[config.mk]
export PLATFORM = sky130hd
export DESIGN_NAME = i2c_addr_match
export DESIGN_NICKNAME = d
export VERILOG_FILES = /design/src/rtl/i2c_am_pkg.sv /design/src/rtl/am_field_cmp.sv /design/src/rtl/am_decode.sv /design/src/rtl/am_arm_ctrl.sv /design/src/rtl/am_result_reg.sv /design/src/rtl/i2c_addr_match.sv
export SDC_FILE = /design/constraint.sdc
export NUM_CORES = 1
export LEC_CHECK = 0
export BUFFER_PORTS_ARGS = -buffer_cell sky130_fd_sc_hd__buf_4
export CAP_MARGIN = 40
export CELL_PAD_IN_SITES_DETAIL_PLACEMENT = 1
export CELL_PAD_IN_SITES_GLOBAL_PLACEMENT = 2
export CORE_MARGIN = 5
export CORE_UTILIZATION = 23
export CTS_BUF_LIST = sky130_fd_sc_hd__clkbuf_8
export DETAILED_ROUTE_END_ITERATION = 16
export PLACE_DENSITY_LB_ADDON = 0.1
export SETUP_SLACK_MARGIN = 0.05
export SYNTH_ARGS = -nofsm -noshare
export SYNTH_HDL_FRONTEND = slang
export SYNTH_SLANG_ARGS = --single-unit
[constraint.sdc]
create_clock -name clk -period 2.2 [get_ports clk]
set_input_delay 0.11 -clock clk [delete_from_list [all_inputs] [get_ports clk]]
set_output_delay 0.11 -clock clk [all_outputs]
set_load 0.05 [all_outputs]
[src/rtl/i2c_am_pkg.sv]
package i2c_am_pkg;

   // Result of decoding one address byte
   typedef struct packed {
      logic hit;   // byte addresses this node
      logic gc;    // hit came through the general-call path
      logic rw;    // direction bit of the byte
   } am_decode_t;

   localparam logic AM_RW_WRITE = 1'b0;

endpackage

[src/rtl/am_field_cmp.sv]
// Bitwise equality and all-zero detection of one address field
module am_field_cmp #(
   parameter int W = 7
) (
   input  logic [W-1:0] a_i,
   input  logic [W-1:0] b_i,
   output logic         eq_o,
   output logic         a_zero_o
);
   if (W < 1) begin : g_bad_w
      $error("am_field_cmp: W must be at least 1");
   end

   logic [W-1:0] bit_eq;
   logic [W-1:0] bit_zero;

   for (genvar i = 0; i < W; i++) begin : g_bit
      assign bit_eq[i]   = ~(a_i[i] ^ b_i[i]);
      assign bit_zero[i] = ~a_i[i];
   end

   assign eq_o     = &bit_eq;
   assign a_zero_o = &bit_zero;
endmodule

[src/rtl/am_decode.sv]
// Combinational address decode of one byte
module am_decode
   import i2c_am_pkg::*;
#(
   parameter int ADDR_W  = 7,
   parameter bit GC_IMPL = 1'b1,
   localparam int BYTE_W = ADDR_W + 1
) (
   input  logic [BYTE_W-1:0] byte_i,
   input  logic [ADDR_W-1:0] own_addr_i,
   input  logic              gc_en_i,
   output am_decode_t        dec_o
);
   logic [ADDR_W-1:0] field;
   logic              field_eq;
   logic              field_zero;
   logic              own_hit;
   logic              gc_hit;

   assign field = byte_i[BYTE_W-1:1];

   am_field_cmp #(.W(ADDR_W)) u_cmp (
      .a_i      (field),
      .b_i      (own_addr_i),
      .eq_o     (field_eq),
      .a_zero_o (field_zero)
   );

   // the all-zero field is reserved for the general call
   assign own_hit = field_eq & ~field_zero;

   if (GC_IMPL) begin : g_gc
      assign gc_hit = gc_en_i & field_zero & (byte_i[0] == AM_RW_WRITE);
   end else begin : g_no_gc
      logic unused_gc;
      assign unused_gc = gc_en_i;
      assign gc_hit    = 1'b0;
   end

   always_comb begin
      dec_o.hit = own_hit | gc_hit;
      dec_o.gc  = gc_hit;
      dec_o.rw  = byte_i[0];
   end
endmodule

[src/rtl/am_arm_ctrl.sv]
// Tracks whether the next byte is the address byte of a transfer
module am_arm_ctrl (
   input  logic clk,
   input  logic rst_n,
   input  logic start_i,
   input  logic stop_i,
   input  logic byte_vld_i,
   output logic take_o,
   output logic clear_o
);
   logic armed_q;

   assign clear_o = start_i | stop_i;
   assign take_o  = byte_vld_i & armed_q & ~clear_o;

   always_ff @(posedge clk or negedge rst_n) begin
      if (!rst_n)       armed_q <= 1'b0;
      else if (clear_o) armed_q <= start_i;
      else if (take_o)  armed_q <= 1'b0;
   end
endmodule

[src/rtl/am_result_reg.sv]
// Holds the outcome of the last evaluated address byte
module am_result_reg
   import i2c_am_pkg::*;
(
   input  logic       clk,
   input  logic       rst_n,
   input  logic       take_i,
   input  logic       clear_i,
   input  am_decode_t dec_i,
   input  logic       ack_en_i,
   output logic       match_o,
   output logic       gc_o,
   output logic       rw_o,
   output logic       ack_o,
   output logic       wake_o
);
   always_ff @(posedge clk or negedge rst_n) begin
      if (!rst_n) begin
         match_o <= 1'b0;
         gc_o    <= 1'b0;
         rw_o    <= 1'b0;
         ack_o   <= 1'b0;
         wake_o  <= 1'b0;
      end else if (clear_i) begin
         match_o <= 1'b0;
         gc_o    <= 1'b0;
         rw_o    <= 1'b0;
         ack_o   <= 1'b0;
         wake_o  <= 1'b0;
      end else if (take_i) begin
         match_o <= dec_i.hit;
         gc_o    <= dec_i.hit & dec_i.gc;
         rw_o    <= dec_i.hit & dec_i.rw;
         ack_o   <= dec_i.hit & ack_en_i;
         wake_o  <= wake_o | dec_i.hit;
      end else begin
         match_o <= 1'b0;
      end
   end
endmodule

[src/rtl/i2c_addr_match.sv]
module i2c_addr_match
   import i2c_am_pkg::*;
#(
   parameter int ADDR_W  = 7,
   parameter bit GC_IMPL = 1'b1,
   localparam int BYTE_W = ADDR_W + 1
) (
   input  logic              clk,
   input  logic              rst_n,
   input  logic              start_i,
   input  logic              stop_i,
   input  logic              byte_vld_i,
   input  logic [BYTE_W-1:0] byte_i,
   input  logic [ADDR_W-1:0] own_addr_i,
   input  logic              gc_en_i,
   input  logic              ack_en_i,
   output logic              match_o,
   output logic              gc_o,
   output logic              rw_o,
   output logic              ack_o,
   output logic              wake_o
);
   if (ADDR_W < 2 || ADDR_W > 10) begin : g_bad_addr_w
      $error("i2c_addr_match: ADDR_W out of range 2..10");
   end

   logic       take;
   logic       clear;
   am_decode_t dec;

   am_arm_ctrl u_arm (
      .clk        (clk),
      .rst_n      (rst_n),
      .start_i    (start_i),
      .stop_i     (stop_i),
      .byte_vld_i (byte_vld_i),
      .take_o     (take),
      .clear_o    (clear)
   );

   am_decode #(.ADDR_W(ADDR_W), .GC_IMPL(GC_IMPL)) u_dec (
      .byte_i     (byte_i),
      .own_addr_i (own_addr_i),
      .gc_en_i    (gc_en_i),
      .dec_o      (dec)
   );

   am_result_reg u_res (
      .clk      (clk),
      .rst_n    (rst_n),
      .take_i   (take),
      .clear_i  (clear),
      .dec_i    (dec),
      .ack_en_i (ack_en_i),
      .match_o  (match_o),
      .gc_o     (gc_o),
      .rw_o     (rw_o),
      .ack_o    (ack_o),
      .wake_o   (wake_o)
   );
endmodule

Word-level counts from Yosys, hierarchy flattened

Cells that the tools add are included.

Bitwise operators: 35
Reduce and logical (&&, ||, !) cells: 3
Mux-type cells: 12

Operator list:

| kind                | number |
|---|---|
| NOT 1 bit           | 17 |
| AND reduction 7 bit | 2 |
| 2-to-1 mux 1 bit    | 12 |
| bitwise AND 1 bit   | 8 |
| XOR 1 bit           | 7 |
| OR 1 bit            | 3 |
| nonzero test 2 bit  | 1 |

Bits in registers: 6
Logic and storage cells: 56
Output and inout bits: 5

Logic depth before layout (Yosys ltp)

Word-level depth: 8
Depth in mapped cells: 4
Depth with buffers taken out: 4

Hierarchy

From an unflattened synthesis, not the netlist that was laid out.

Cell total of the unflattened synthesis: 37
Area, all modules: 372.9 um^2

By module, submodules not included:

| module        | cells each | seq. area each (um^2) | times used | area each (um^2) |
|---|---|---|---|---|
| am_result_reg | 14         | 125.1                 | 1          | 188.9 |
| am_field_cmp  | 11         | 0.0                   | 1          | 93.8 |
| am_arm_ctrl   | 6          | 25.0                  | 1          | 57.6 |
| am_decode     | 6          | 0.0                   | 1          | 32.5 |

Worst setup path before layout

No wires, ideal clock.

Kind: input to register
Start point: in byte_i[4]
End point: reg u_res.wake_o
Arrival time: 1,146 ps
Path buffers: 0
Setup time: 128 ps
Cell stages on the path: 4
Slack: 926 ps
Cells stage by stage: or4_4 -> or2_1 -> a31oi_2 -> nand2_1

Word-level cells in the longest chain between the ends: 8

Ends and longest elaborated chain:

| item                                             | line                                   | text |
|---|---|---|
| from (decl)                                      | i2c_addr_match.sv:13                   | `input logic [BYTE_W-1:0] byte_i,` |
| XOR 1 bit or NOT 1 bit (tied branches)           | am_field_cmp.sv:18, am_field_cmp.sv:19 |  |
| NOT 1 bit or AND reduction 7 bit (tied branches) | am_field_cmp.sv:18, am_field_cmp.sv:23 |  |
| AND reduction 7 bit (tied with other cells)      | am_field_cmp.sv:22                     | `assign eq_o = &bit_eq;` |
| bitwise AND 1 bit (on tied branches)             | am_decode.sv:30, am_decode.sv:33       |  |
| OR 1 bit (*)                                     | am_decode.sv:41                        | `dec_o.hit = own_hit \| gc_hit;` |
| OR 1 bit (*)                                     | am_result_reg.sv:35                    | `wake_o <= wake_o \| dec_i.hit;` |
| 2-to-1 mux 1 bit (*)                             | am_result_reg.sv:30                    | `end else if (take_i) begin` |
| 2-to-1 mux 1 bit (*)                             | am_result_reg.sv:24                    | `end else if (clear_i) begin` |
| to (signal assigned)                             | am_result_reg.sv:35                    |  |
| to (decl)                                        | am_result_reg.sv:15                    | `output logic wake_o` |

Mark *: on every way between the ends. The rest lies on a longest branch, timed or not. The select of a mux whose other input is x is not followed.
A chain may end at the register's enable or synchronous reset.

Final worst setup path

Start point: reg u_arm.armed_q
End point: reg u_res.ack_o

Word-level cells in the longest chain between the ends: 3

Ends and longest elaborated chain:

| item                            | line                | text |
|---|---|---|
| from (decl)                     | am_arm_ctrl.sv:11   | `logic armed_q;` |
| from (signal assigned)          | am_arm_ctrl.sv:18   | `else if (clear_o) armed_q <= start_i;` |
| bitwise AND 1 bit (2 in series) | am_arm_ctrl.sv:14   | `assign take_o = byte_vld_i & armed_q & ~clear_o;` |
| nonzero test 2 bit (no line)    | --                  |  |
| to (signal assigned)            | am_result_reg.sv:34 | `ack_o <= dec_i.hit & ack_en_i;` |
| to (decl)                       | am_result_reg.sv:14 | `output logic ack_o,` |

No other way between the ends.

==> impl_metrics.py <==
metrics = {
    "power": {
        "max-vdd-ir-drop_mv": 0.3146,
        "power.leakage_nw": 0.3435,
        "powerDensity_mw_per_mm2": 520.7,
    },
    "sta": {
        "rsz0062_at_grt": "false",
        "fin_tns_setup_ns": 0,
        "min_period_ns": 1.344,
        "worst_slew_pin_slew_ns": 0.5603,
        "hold_viol": 0,
        "final.setup_skew_ns": 0.0007701,
        "fin_crit_sh_pct": 61.08,
        "max_freq_mhz": 744.2,
        "finalMaxSlewViolations": 0,
        "max_slew_margin_pct": 62.42,
        "final-setup-viol-count": 0,
    },
    "floorplan": {
        "die_w_um": 50.47,
        "core_mm2": 0.001524,
        "initial_core_util_pct": 24.71,
        "ios": 27,
        "floorplan.rows": 14,
        "die_area_mm2": 0.002547,
        "die_h_um": 50.47,
    },
    "routing": {
        "wl_met1_um": 433,
        "totalWireLength_mm": 1.052,
        "dr_wl_met2_um": 532,
        "wl_per_cell_um": 12.99,
        "drcViolationCount": 0,
        "first_pass_iters": 4,
        "drtIter0Drc": 1,
        "wl_met3_um": 85,
        "ant_nets": 0,
        "top_layer": "met3",
        "num_vias": 376,
        "avgViaCountPerCell": 4.642,
    },
    "placement": {
        "dp_hpwl_um": 921,
        "gp_congestion": 0.6564,
        "place_area_um2": 591.8,
        "io_buffer_count": 26,
    },
    "clock_tree": {
        "cts.path.max_buffers": 2,
        "cts_tree": "built",
        "root_buffer": "clkbuf_8",
        "insertion_delay_ns": 0.22,
        "cts_buffers": 3,
        "path_clk_slew_ns": 0.03,
        "htreeDepth": 1,
        "post_cts_buffers": 0,
        "cts.sinks": 6,
    },
    "synthesis": {
        "syn_area_um2": 376.6,
        "yosysWarningCount": 0,
        "ys_ff_latch": 6,
        "yosys.cell_types.count": 18,
        "netlist_instances": 35,
        "ys_seq_area_share_pct": 39.87,
        "synth_area_per_cell_um2": 10.76,
        "synth_nets": 57,
    },
    "worst_setup_path": {
        "rr_startpoint": "u_arm.armed_q",
        "cp-start-kind": "flop",
        "endpoint_kind": "flop",
        "cp.arrival_ns": 1.49,
        "cp_max_fo": 3,
        "rrSetupSlack_ns": 0.86,
        "critical_path_class": "reg -> reg",
        "timing.rr.end": "u_res.ack_o",
        "critPathRequiredTime_ns": 2.35,
        "rr_worst_depth": 4,
    },
    "layout": {
        "drive_gt1_share_pct": 55.38,
        "mostFrequentLayoutCell": "buf_4",
        "area.growth.synth_to_final_pct": 70.76,
        "diodes": 0,
        "fillers": 182,
        "finalInstanceArea_um2": 643.1,
        "multi_input_area_um2": 219.0,
        "layout_common_cells": "buf_4, xor2_1, dfrtp_1",
        "nNetsFinal": 89,
        "seq_area_um2": 150.1,
    },
    "worst_hold_path": {
        "min_from": "start_i",
        "holdPathStages": 2,
        "worstHoldEndpoint": "u_arm.armed_q",
        "holdCritPathClass": "in -> reg",
    },
    "global_routing": {
        "first_global_vias": 442,
        "grt_max_degree": 7,
        "grt_pass1_wl_mm": 1.766,
        "antenna_found_initial": 0,
        "grt-ovfl-total": 0,
        "grt.total_usage_pct": 9.369,
    },
    "flow_run": {
        "max-cap-violations": 0,
    },
    "run_status": {
        "outcome": "finished, final reports clean",
    },
}
[Yosys cell counts]
cell type / instances / share of area [%]
xor2_1: 7 / 16
dfrtp_1: 6 / 40
nand2_1: 5 / 5.0
a21o_1: 2 / 4.0
inv_1: 2 / 2.0
a211oi_1: 1 / 2.0
a31oi_2: 1 / 3.3
nand4_1: 1 / 1.7
nand4bb_1: 1 / 3.0
nor2_1: 1 / 1.0
nor4_1: 1 / 1.7
nor4_2: 1 / 3.3
nor4_4: 1 / 5.6
o21ai_2: 1 / 2.3
or2_1: 1 / 1.7
or2b_2: 1 / 2.3
or3_2: 1 / 2.0
or4_4: 1 / 3.0
[registers in the layout, summed over array words and instances (netlist names)]
signal and flops:
u_res.match_o 1, u_res.gc_o 1, u_res.rw_o 1, u_res.wake_o 1, u_res.ack_o 1, u_arm.armed_q 1
[area by class of cell]
class                      count  area share (%)
clock buffer                   3           6.420
multi-input combinational     27           34.05
inverter                       2           1.167
tap                           16           3.113
timing repair buffer          27           31.91
sequential                     6           23.35
[logic make-up (layout without fill, tap and decap cells)]
kind of cell           Yosys count  in the layout  synth area share [%]
AND/OR/NAND/NOR                 15             15                 30.24
XOR/XNOR                         7              7                 16.28
flip-flops                       6              6                 39.87
AO/OA/AOI/OAI                    5              5                 11.63
buffers and inverters            2             32                 1.994
[per-stage QoR]
step / instances / utilization, % / hold slack (ns) / worst slack (ns) / total power, mW
2_1_floorplan: 35 / - / -0.1856 / 0.9260 / 0.1334
3_3_place_gp: 77 / 38.83 / -0.07802 / 0.7465 / 0.1729
3_5_place_dp: 77 / 38.83 / -0.07864 / 0.7350 / 0.1727
4_1_cts: 81 / 42.20 / 0.09543 / 0.8159 / 0.3431
5_1_grt: 81 / 42.20 / 0.1079 / 0.7452 / 0.3578
6_report: 81 / 42.20 / 0.09806 / 0.8563 / 0.3349
[worst max-delay path, stage by stage, from the launching register on]
cell	delay, ns
dfrtp_1	0.36
nand4bb_1	0.21
nor4_2	0.40
a31oi_2	0.17
o21ai_2	0.13
[routing by layer]
layer / up-vias / GRT usage, %
met4: 0 / 3.830
met2: 17 / 14.26
met5: - / 0
li1: 185 / -
met3: 0 / 5.325
met1: 174 / 10.71
[timing repair]
| action | CTS | global route |
|---|---|---|
| setup endpoints to repair | 0 | 0 |
| hold endpoints to repair | 6 | 0 |
| gates resized for setup | 0 | 0 |
| hold buffers | 1 | 0 |
[power by group]
group          switching (mW)  internal (mW)
clock                  0.0456          0.117
sequential           0.000942          0.112
combinational          0.0234         0.0352
total                  0.0700          0.265
[how the worst max path moves through the flow]
| stage | cells past startpoint | endpoint | startpoint |
|---|---|---|---|
| 4_1_cts | 4 | u_res.ack_o | u_arm.armed_q |
| 6_report | 4 | u_res.ack_o | u_arm.armed_q |
| 5_1_grt | 4 | u_res.ack_o | u_arm.armed_q |
| 3_3_place_gp | 5 | u_res.ack_o | byte_i[4] |
| 3_5_place_dp | 5 | u_res.wake_o | byte_i[4] |
| 2_1_floorplan | 4 | u_res.wake_o | byte_i[4] |
Note: power is estimated with default switching activity, not from simulation.
